**src/rtl/fmt_pkg.sv**
```systemverilog
package fmt_pkg;
  typedef logic [3:0] bcd_digit_t;

  function automatic logic [3:0] add3_fix(input logic [3:0] d);
    return (d >= 4'd5) ? d + 4'd3 : d;
  endfunction
endpackage

```
**src/rtl/sw_decode.sv**
```systemverilog
module sw_decode #(
  parameter int SW_W   = 16,
  parameter int OPND_W = 5,
  parameter int OP_W   = 5,
  parameter int DATA_W = 32,
  parameter int LED_W  = 16
) (
  input  logic              clk,
  input  logic              rst,
  input  logic [SW_W-1:0]   sw_word,
  input  logic [DATA_W-1:0] alu_result,
  input  logic              alu_flag,
  output logic [DATA_W-1:0] opa_ext,
  output logic [DATA_W-1:0] opb_ext,
  output logic [OP_W-1:0]   op_code,
  output logic [LED_W-1:0]  led_out
);
  localparam int A_LSB    = SW_W - OPND_W;
  localparam int B_LSB    = A_LSB - OPND_W;
  localparam int MODE_BIT = B_LSB - 1;
  localparam int EXT_W    = DATA_W - OPND_W;

  logic              signed_mode;
  logic [OPND_W-1:0] a_raw, b_raw;

  assign signed_mode = sw_word[MODE_BIT];
  assign a_raw       = sw_word[SW_W-1:A_LSB];
  assign b_raw       = sw_word[A_LSB-1:B_LSB];

  always_ff @(posedge clk) begin
    if (rst) begin
      opa_ext <= '0;
      opb_ext <= '0;
      op_code <= '0;
      led_out <= '0;
    end else begin
      opa_ext <= {{EXT_W{signed_mode & a_raw[OPND_W-1]}}, a_raw};
      opb_ext <= {{EXT_W{signed_mode & b_raw[OPND_W-1]}}, b_raw};
      op_code <= sw_word[OP_W-1:0];
      led_out <= {alu_flag, alu_result[LED_W-2:0]};
    end
  end

  AST_EXT_UPPER_A: assert property (@(posedge clk) disable iff (rst)
    (|opa_ext[DATA_W-1:OPND_W]) |-> (&opa_ext[DATA_W-1:OPND_W-1]));
  AST_EXT_UPPER_B: assert property (@(posedge clk) disable iff (rst)
    (|opb_ext[DATA_W-1:OPND_W]) |-> (&opb_ext[DATA_W-1:OPND_W-1]));
  AST_ZERO_EXT: assert property (@(posedge clk) disable iff (rst)
    !signed_mode |=> (opa_ext[DATA_W-1:OPND_W] == '0));
endmodule

```
**src/rtl/bcd_mod_conv.sv**
```systemverilog
module bcd_mod_conv
  import fmt_pkg::*;
#(
  parameter int DATA_W = 32,
  parameter int NDIG   = 3
) (
  input  logic              clk,
  input  logic              rst,
  input  logic              start,
  input  logic [DATA_W-1:0] mag_in,
  input  logic              neg_in,
  output logic [4*NDIG-1:0] dig_out,
  output logic              neg_out,
  output logic              done
);
  localparam int BCD_W = 4 * NDIG;
  localparam int CNT_W = $clog2(DATA_W + 1);
  localparam logic [CNT_W-1:0] LAST = CNT_W'(DATA_W - 1);

  logic              busy;
  logic [CNT_W-1:0]  cnt;
  logic [DATA_W-1:0] shreg;
  logic [BCD_W-1:0]  bcd, fixed, bcd_next;
  logic              neg_l;

  for (genvar g = 0; g < NDIG; g++) begin : g_fix
    assign fixed[4*g +: 4] = add3_fix(bcd[4*g +: 4]);
  end

  assign bcd_next = {fixed[BCD_W-2:0], shreg[DATA_W-1]};

  always_ff @(posedge clk) begin
    if (rst) begin
      busy    <= 1'b0;
      cnt     <= '0;
      shreg   <= '0;
      bcd     <= '0;
      neg_l   <= 1'b0;
      dig_out <= '0;
      neg_out <= 1'b0;
      done    <= 1'b0;
    end else begin
      done <= 1'b0;
      if (start) begin
        shreg <= mag_in;
        bcd   <= '0;
        cnt   <= '0;
        busy  <= 1'b1;
        neg_l <= neg_in;
      end else if (busy) begin
        bcd   <= bcd_next;
        shreg <= shreg << 1;
        cnt   <= cnt + 1'b1;
        if (cnt == LAST) begin
          busy    <= 1'b0;
          dig_out <= bcd_next;
          neg_out <= neg_l;
          done    <= 1'b1;
        end
      end
    end
  end

  AST_DONE_PULSE: assert property (@(posedge clk) disable iff (rst)
    done |=> !done);
  AST_HOLD_DIGITS: assert property (@(posedge clk) disable iff (rst)
    !done |-> ($stable(dig_out) && $stable(neg_out)));

  for (genvar g = 0; g < NDIG; g++) begin : g_chk
    AST_DIGIT_RANGE: assert property (@(posedge clk) disable iff (rst)
      done |-> (dig_out[4*g +: 4] <= 4'd9));
  end
endmodule

```
**src/rtl/alu_harness_front.sv**
```systemverilog
module alu_harness_front #(
  parameter int SW_W   = 16,
  parameter int OPND_W = 5,
  parameter int OP_W   = 5,
  parameter int DATA_W = 32,
  parameter int LED_W  = 16,
  parameter int NDIG   = 3
) (
  input  logic              clk,
  input  logic              rst,
  input  logic [SW_W-1:0]   sw_word,
  input  logic [DATA_W-1:0] alu_result,
  input  logic              alu_flag,
  output logic [DATA_W-1:0] opa_ext,
  output logic [DATA_W-1:0] opb_ext,
  output logic [OP_W-1:0]   op_code,
  output logic [LED_W-1:0]  led_out,
  output logic              neg_sign,
  output logic [3:0]        dig_hund,
  output logic [3:0]        dig_tens,
  output logic [3:0]        dig_ones,
  output logic              conv_done
);
  localparam int MODE_BIT = SW_W - 2 * OPND_W - 1;

  logic              mode_now, primed, last_mode, start, neg_now;
  logic [DATA_W-1:0] last_res, mag;
  logic [4*NDIG-1:0] digits;

  sw_decode #(
    .SW_W(SW_W), .OPND_W(OPND_W), .OP_W(OP_W), .DATA_W(DATA_W), .LED_W(LED_W)
  ) u_dec (
    .clk(clk), .rst(rst), .sw_word(sw_word), .alu_result(alu_result),
    .alu_flag(alu_flag), .opa_ext(opa_ext), .opb_ext(opb_ext),
    .op_code(op_code), .led_out(led_out)
  );

  assign mode_now = sw_word[MODE_BIT];
  assign neg_now  = mode_now & alu_result[DATA_W-1];
  assign mag      = neg_now ? (~alu_result + 1'b1) : alu_result;
  assign start    = !primed || (alu_result != last_res) || (mode_now != last_mode);

  always_ff @(posedge clk) begin
    if (rst) begin
      primed    <= 1'b0;
      last_res  <= '0;
      last_mode <= 1'b0;
    end else if (start) begin
      primed    <= 1'b1;
      last_res  <= alu_result;
      last_mode <= mode_now;
    end
  end

  bcd_mod_conv #(.DATA_W(DATA_W), .NDIG(NDIG)) u_conv (
    .clk(clk), .rst(rst), .start(start), .mag_in(mag), .neg_in(neg_now),
    .dig_out(digits), .neg_out(neg_sign), .done(conv_done)
  );

  assign dig_ones = digits[3:0];
  assign dig_tens = digits[7:4];
  assign dig_hund = digits[11:8];

  AST_NO_SIGN_UNSIGNED: assert property (@(posedge clk) disable iff (rst)
    (conv_done && !last_mode) |-> !neg_sign);
endmodule

```
**config.mk**
```make
export PLATFORM = sky130hd
export DESIGN_NAME = alu_harness_front
export DESIGN_NICKNAME = d
export VERILOG_FILES = /design/src/rtl/fmt_pkg.sv /design/src/rtl/sw_decode.sv /design/src/rtl/bcd_mod_conv.sv /design/src/rtl/alu_harness_front.sv
export SDC_FILE = /design/constraint.sdc
export NUM_CORES = 1
export LEC_CHECK = 0
export BUFFER_PORTS_ARGS = -buffer_cell sky130_fd_sc_hd__clkbuf_2
export CAP_MARGIN = 20
export CORE_MARGIN = 4
export CORE_UTILIZATION = 33
export CTS_BUF_LIST = sky130_fd_sc_hd__clkbuf_4 sky130_fd_sc_hd__clkbuf_8 sky130_fd_sc_hd__clkbuf_16
export DETAILED_ROUTE_END_ITERATION = 10
export PLACE_DENSITY = 0.59
export SYNTH_ARGS = -nofsm -noshare
export SYNTH_HDL_FRONTEND = slang
export SYNTH_HIERARCHICAL = 1
export SYNTH_SLANG_ARGS = --single-unit
```
**constraint.sdc**
```tcl
create_clock -name clk -period 3.7 [get_ports clk]
set_clock_uncertainty 0.2 [all_clocks]
set_input_delay 0.555 -clock clk [delete_from_list [all_inputs] [get_ports clk]]
set_output_delay 0.555 -clock clk [all_outputs]
set_load 0.05 [all_outputs]
```
==> results of run 1 <==
flip-flops by register name, indices dropped and copies added, names as in the netlist:
name	cells
u_conv/cnt	6
u_conv/dig_out	12
u_conv/busy	1
u_dec/led_out	16
u_conv/neg_l	1
u_dec/op_code	5
last_mode	1
u_conv/done	1
last_res	32
primed	1
u_conv/neg_out	1
u_dec/opa_ext	6
u_conv/shreg	32
u_conv/bcd	12
u_dec/opb_ext	6
synth_stat cells (4+ instances only):
cell type,count
a31oi_1,13
nand2b_1,6
inv_1,18
clkbuf_1,18
xnor2_1,41
or4_1,4
o21ai_0,15
o31ai_1,4
o32ai_2,6
nor3_1,9
a21oi_1,50
dfxtp_1,133
ha_1,8
buf_4,61
or3_1,6
nor2b_1,59
mux2_2,31
nor2_1,36
nor3b_1,5
a211oi_1,12
nand2_1,83
nand4_1,9
xor2_1,25
buf_2,7
worst paths after layout:
kind / end / startpoint / slack [ns] / depth (start not counted)
worst max-delay path: u_conv/shreg[16]$_SDFFE_PP0P_ / alu_result[0] / 1.19 / 9
worst min-delay path: u_dec/op_code[3]$_SDFF_PP0_ / sw_word[3] / 0.14 / 2
worst max register to register: u_conv/dig_out[2]$_SDFFE_PP0P_ / last_res[0]$_SDFFE_PP0P_ / 1.22 / 8
worst min register to register: u_conv/dig_out[9]$_SDFFE_PP0P_ / u_conv/dig_out[9]$_SDFFE_PP0P_ / 0.29 / 2
layer usage:
metal / up-vias / wire length (um)
met5: - / 0
met4: 0 / 163
met3: 10 / 712
met2: 103 / 6710
met1: 2235 / 7040
li1: 2500 / -
where the power goes:
part,switching [mW],internal [mW]
Sequential,0.0312,1.50
Combinational,0.314,0.160
Clock,0.628,1.08
final cells by class:
type	instances	area [um2]
Inverter	19	71.3
Clock inverter	12	155
Tap cell	260	325
Timing Repair Buffer	158	816
Sequential cell	133	2660
Multi-Input combinational cell	460	3070
Clock buffer	19	447
Fill cell	1904	11300
stage by stage:
step           cells  instance area [um2]
5_1_grt         1061                 7550
2_1_floorplan    700                 6390
6_report        1061                 7550
3_3_place_gp    1030                 6950
4_1_cts         1061                 7550
3_5_place_dp    1030                 6950
cell families (layout without fill, tap and decap cells):
logic type	after synthesis	in the layout	synth area share, %
compound gates	112	112	11.5
fa+ha+maj	8	8	1.57
simple gates	240	240	20.0
buf+inv	107	208	10.2
flops	133	133	41.7
mux	34	34	5.93
xor+xnor	66	66	9.05
cell usage in the layout (no fill, tap or decap), types with 5 or more instances in the layout:
cell type  synthesis  final
nor2_1            36     36
clkbuf_2           0    148
buf_4             61     10
a211oi_1          12     12
ha_1               8      8
nand2b_1           6      6
clkbuf_16          0     17
nand4_1            9      9
dfxtp_1          133    132
nand2_1           83     83
nor3b_1            5      5
xnor2_1           41     41
o21ai_0           15     15
inv_1             18     18
or3_1              6      6
mux2_2            31     31
a21oi_1           50     50
xor2_1            25     25
o32ai_2            6      6
nor3_1             9      9
nor2b_1           59     59
a31oi_1           13     13
==> flow_summary.json, run 1 <==
{
  "status": "complete, no violations",
  "cts_hold_buf": 0,
  "clock-sinks": 133,
  "crit_slowest_cell": "or4b_1",
  "synth_seq_area_share_pct": 41.7,
  "finalCritPeriodShare_pct": 67.8,
  "grt_pass1_wl_um": 24300,
  "avgSynthCellArea_um2": 9.13,
  "ir_worst_vdd_uv": 360,
  "rsz0062_at_grt": "false",
  "grt-busiest-layer": "met2",
  "fin_ws_ns": 1.19,
  "cp.arrival_ns": 2.65,
  "ys_types": 50,
  "cellLeakagePower_nw": 3.17,
  "synthFlopType": "dfxtp_1",
  "crit_buf_inv": 2,
  "fin_tns_setup_ns": 0,
  "cpLargestDelayFamily": "simple AND/OR/NAND/NOR gates",
  "use_met3_pct": 4.44,
  "die_width_um": 147,
  "drt_iter0_drc": 376,
  "postCtsSetupRepairBufs": 0,
  "hold_violations": 0,
  "drt-pass1-iter-count": 4,
  "pin_count": 150,
  "start_util_pct": 33.8,
  "antenna_left": 0,
  "critPathCaptureType": "flip-flop",
  "fin_crit_ns": 2.51,
  "critPathMaxStageDelay_ns": 0.54,
  "hp-class": "input port to flip-flop",
  "crit_path_start_kind": "input port",
  "async_flop_share_pct": 0,
  "drc_errors": 0,
  "timing.slew.headroom_pct": 55.4,
  "crit_required_ns": 3.84,
  "drv_cap": 0,
  "utilization_pct": 40.0,
  "drt-total-wl_um": 14600,
  "wl_per_cell_um": 13.8,
  "clk_path_buf_depth": 2,
  "syn-cell-area_um2": 6390,
  "setup_viol": 0,
  "use_met1_pct": 18.6,
  "gp_congestion": 0.840,
  "antennaDiodeCount": 0,
  "syn-instance-count": 700,
  "dp_slack_ns": 0.801,
  "h-tree-depth": 4,
  "slew_viol_final": 0,
  "synth_top_area_share_pct": 41.7,
  "synth_top_cell_by_area": "dfxtp_1",
  "path_cells": "clkbuf_2 > inv_1 > ha_1 > or4b_1 > nor4_4 > a21oi_1 > xor2_1 > nand2_1 > a21oi_1",
  "rows": 50,
  "cts_tree": "done",
  "dieArea_um2": 21700,
  "overflow": 0,
  "fp.dieH_um": 147,
  "timing.fmax_ghz": 0.399,
  "ys_warn_count": 6,
  "power_mw": 3.71,
  "clkLatencyLatePin_ns": 0.42,
  "path_class": "input port to flip-flop",
  "grt_pass1_vias": 4621,
  "path_max_fanout": 9,
  "fin_hold_ws_ns": 0.141,
  "synth_edf_count": 0,
  "port_buffers": 149,
  "viasPerCell": 4.57,
  "synth_top_cells_by_area": "dfxtp_1, buf_4, nor2b_1",
  "dr_total_vias": 4848,
  "track_usage_pct": 13.9,
  "dp_hpwl_um": 10500,
  "crit_top_cell": "a21oi_1",
  "synth-seq-cells": 133,
  "grt_max_degree": 49,
  "area_growth_pct": 18.2,
  "cts_buffers": 17,
  "drive_gt1_share_pct": 29.6,
  "nets": 848,
  "grtUsageMet2_pct": 21.2,
  "worst_pin_slew_ns": 0.667,
  "path_clk_slew_ns": 0.06,
  "core-area_um2": 18900,
  "post_cts_resized": 0,
  "p_per_area_nw_per_um2": 492,
  "antenna_found_initial": 0,
  "syn_nets": 759,
  "cts_root_buffer": "clkbuf_16"
}
(Power assumes the default switching activity.)
==> inputs of run 2 (changes only) <==
--- a/config.mk
+++ b/config.mk
@@ -5,13 +5,14 @@
 export SDC_FILE = /design/constraint.sdc
 export NUM_CORES = 1
 export LEC_CHECK = 0
+export ABC_AREA = 1
 export BUFFER_PORTS_ARGS = -buffer_cell sky130_fd_sc_hd__clkbuf_2
 export CAP_MARGIN = 20
 export CORE_MARGIN = 4
 export CORE_UTILIZATION = 33
 export CTS_BUF_LIST = sky130_fd_sc_hd__clkbuf_4 sky130_fd_sc_hd__clkbuf_8 sky130_fd_sc_hd__clkbuf_16
 export DETAILED_ROUTE_END_ITERATION = 10
-export PLACE_DENSITY = 0.59
+export PLACE_DENSITY = 0.61
 export SYNTH_ARGS = -nofsm -noshare
 export SYNTH_HDL_FRONTEND = slang
 export SYNTH_HIERARCHICAL = 1
==> constraint.sdc (replaced) <==
create_clock -name clk -period 2.2 [get_ports clk]
set_clock_uncertainty 0.2 [all_clocks]
set_input_delay 0.33 -clock clk [delete_from_list [all_inputs] [get_ports clk]]
set_output_delay 0.33 -clock clk [all_outputs]
set_load 0.05 [all_outputs]
==> run 2 against run 1 <==
Final cell count grew 44%. Largest power group unchanged. The run now ends with setup timing left. Highest routed layer unchanged. Synthesized area increased by 8.1%. Largest cell class unchanged. Cell area grew 22%.
==> flow_summary.json, run 2 <==
{
  "crit_required_ns": 2.37,
  "finalCritPeriodShare_pct": 101,
  "fin_hold_ws_ns": 0.0240,
  "status": "finished, violations left",
  "placed_area_um2": 8050,
  "drc_errors": 0,
  "hp-class": "input port to flip-flop",
  "port_buffers": 149,
  "yosys-top-cells-count": "nand2_1, inv_1, nor2_1, dfxtp_1, nand3_1",
  "fp.dieH_um": 153,
  "hp-start": "alu_result[1]",
  "final_cell_mix": "nand2_1, inv_1, clkbuf_2",
  "area_growth_pct": 32.9,
  "drt-pass1-iter-count": 4,
  "start_util_pct": 33.8,
  "setup_viol": 1,
  "grt_pass1_wl_um": 30700,
  "cts_buffers": 17,
  "cts_tree": "done",
  "synthFlopType": "dfxtp_1",
  "worstRegToRegCells": 15,
  "fin_crit_ns": 2.21,
  "synthXorXnorAreaFrac_pct": 3.04,
  "critPathCaptureType": "flip-flop",
  "pin_count": 150,
  "top_regs": "last_res: 32 flops, u_conv/shreg: 32 flops, u_dec/led_out: 16 flops",
  "gp_congestion": 0.955,
  "avgSynthCellArea_um2": 6.53,
  "track_usage_pct": 16.0,
  "violations": "setup timing",
  "ys_warn_count": 6,
  "antennaDiodeCount": 0,
  "ys_types": 31,
  "grt_pass1_vias": 6230,
  "async_flop_share_pct": 0,
  "slew_viol_final": 0,
  "holdPathEnd": "last_res[1]$_SDFFE_PP0P_",
  "antenna_left": 0,
  "overflow": 0,
  "worst_pin_slew_ns": 0.463,
  "rrSetupSlack_ns": -0.01,
  "drv_cap": 0,
  "synth_top_cells_by_area": "dfxtp_1, nand2_1, inv_1",
  "syn-instance-count": 1058,
  "timing.slew.headroom_pct": 69.2,
  "path_max_fanout": 7,
  "synth_top_cell_by_area": "dfxtp_1",
  "fin_ws_ns": -0.0143,
  "antenna_found_initial": 0,
  "yosys.area_share.simple_pct": 35.2,
  "rr_endpoint": "u_conv/shreg[9]$_SDFFE_PP0P_",
  "dieArea_um2": 23300,
  "synth-seq-cells": 133,
  "syn-cell-area_um2": 6910,
  "holdPathStages": 3,
  "synth_edf_count": 0,
  "path_clk_slew_ns": 0.07,
  "p_per_area_nw_per_um2": 722,
  "grt_max_degree": 45,
  "die_width_um": 153,
  "synth.most_common_cell": "nand2_1",
  "nFillCells": 2126,
  "clock-sinks": 133,
  "rows": 52,
  "wl_per_cell_um": 12.5,
  "synthAdderAreaFrac_pct": 1.45,
  "synthMuxAreaShare_pct": 0,
  "cp.arrival_ns": 2.39,
  "core-area_um2": 20400,
  "rsz0062_at_grt": "true",
  "clk_path_buf_depth": 2,
  "clkLatencyLatePin_ns": 0.43,
  "final_common_cell": "nand2_1",
  "synth_seq_area_share_pct": 38.6,
  "drt_iter0_drc": 409,
  "drt-total-wl_um": 19200,
  "synth_top_area_share_pct": 38.6,
  "fin_area_um2": 9180,
  "timing.fmax_ghz": 0.452,
  "cellLeakagePower_nw": 4.85,
  "crit_path_start_kind": "flip-flop",
  "dr_total_vias": 6800,
  "viasPerCell": 4.44,
  "path_class": "flip-flop to flip-flop",
  "drive_gt1_share_pct": 27.2,
  "cts_root_buffer": "clkbuf_16",
  "synth_compound_area_share_pct": 4.60,
  "synth_top_family_by_area": "simple AND/OR/NAND/NOR gates",
  "h-tree-depth": 4,
  "hold_violations": 0,
  "syn_nets": 1117,
  "r2r_start": "last_res[3]$_SDFFE_PP0P_",
  "nets": 1307,
  "ir_worst_vdd_uv": 545,
  "dp_hpwl_um": 14200
}
run 2: logic make-up (layout without fill, tap and decap cells):
family / after synthesis / count (layout)
adders and majority gates: 8 / 8
DFF: 133 / 133
buffers and inverters: 251 / 454
xor gates and xnor gates: 24 / 24
AOI/OAI and AO/OA: 61 / 61
and+or+nand+nor: 581 / 581
run 2: what timing repair did:
action | in CTS | in global routing
resized for setup | 2 | 55
hold buffers | 22 | 0
endpoints found under the hold margin | 24 | 0
pin swaps | 0 | 23
cloned | 0 | 3
setup buffers | 0 | 4
setup endpoints to repair | 56 | 116
run 2: worst max path at each step:
stage               cells after the start                      endpoint                 startpoint  slack, ns
floorplan                              14   u_conv/bcd[10]$_SDFFE_PP0P_             alu_result[21]       0.19
global placement                       16    u_conv/bcd[6]$_SDFFE_PP0P_             alu_result[19]      -0.22
detailed placement                     16    u_conv/bcd[6]$_SDFFE_PP0P_             alu_result[19]      -0.25
CTS                                    13    u_conv/bcd[6]$_SDFFE_PP0P_  last_res[12]$_SDFFE_PP0P_       0.02
global route                           14  u_conv/shreg[9]$_SDFFE_PP0P_  last_res[12]$_SDFFE_PP0P_      -0.10
finish                                 15  u_conv/shreg[9]$_SDFFE_PP0P_   last_res[3]$_SDFFE_PP0P_      -0.01
run 2: final cells by class:
| cell class | instances | area [um2] | share of cell area, % |
|---|---|---|---|
| clock buffer | 17 | 425 | 4.63 |
| clock inverter | 15 | 206 | 2.25 |
| inverter | 167 | 628 | 6.84 |
| multi-input combinational | 674 | 3190 | 34.8 |
| sequential | 133 | 2670 | 29.1 |
| tap | 270 | 338 | 3.68 |
| timing repair buffer | 255 | 1720 | 18.7 |
run 2: where the power goes:
part | switching [mW] | internal, mW | leakage, nW
logic | 0.651 | 0.332 | 3.44
registers | 0.0556 | 2.52 | 1.10
clock network | 1.23 | 1.84 | 0.309
run 2: routing by layer:
metal	global-route usage, %	share of wire [%]	routed length (um)	up-vias
li1	-	-	-	3538
met1	20.8	46	8820	3042
met3	3.61	4.9	943	30
met5	0	0	0	-
met4	6.07	2.1	409	0
met2	25.9	47	9010	190
run 2: per-stage QoR:
stage               std cells  setup TNS, ns  total power, mW  setup WS, ns  utilization [%]
global route             1531          -1.31             6.91        -0.105             44.9
detailed placement       1470         -13.53             3.56        -0.249             39.4
floorplan                1058              0             3.26         0.187                -
finish                   1531        -0.0143             6.63       -0.0143             44.9
CTS                      1524              0             6.67        0.0213             43.6
global placement         1470         -11.91             3.55        -0.225             39.4
run 2: worst max-delay path: stages, from the launching register on:
cell	delay (ns)
dfxtp_2	0.31
inv_2	0.05
buf_4	0.10
o22ai_1	0.09
nor2_1	0.10
nand2_1	0.05
nor2_1	0.26
nand3_4	0.15
buf_6	0.16
nor2_4	0.15
buf_6	0.14
clkbuf_16	0.14
nand2_1	0.05
nand3_1	0.06
nand2_1	0.07
inv_1	0.07
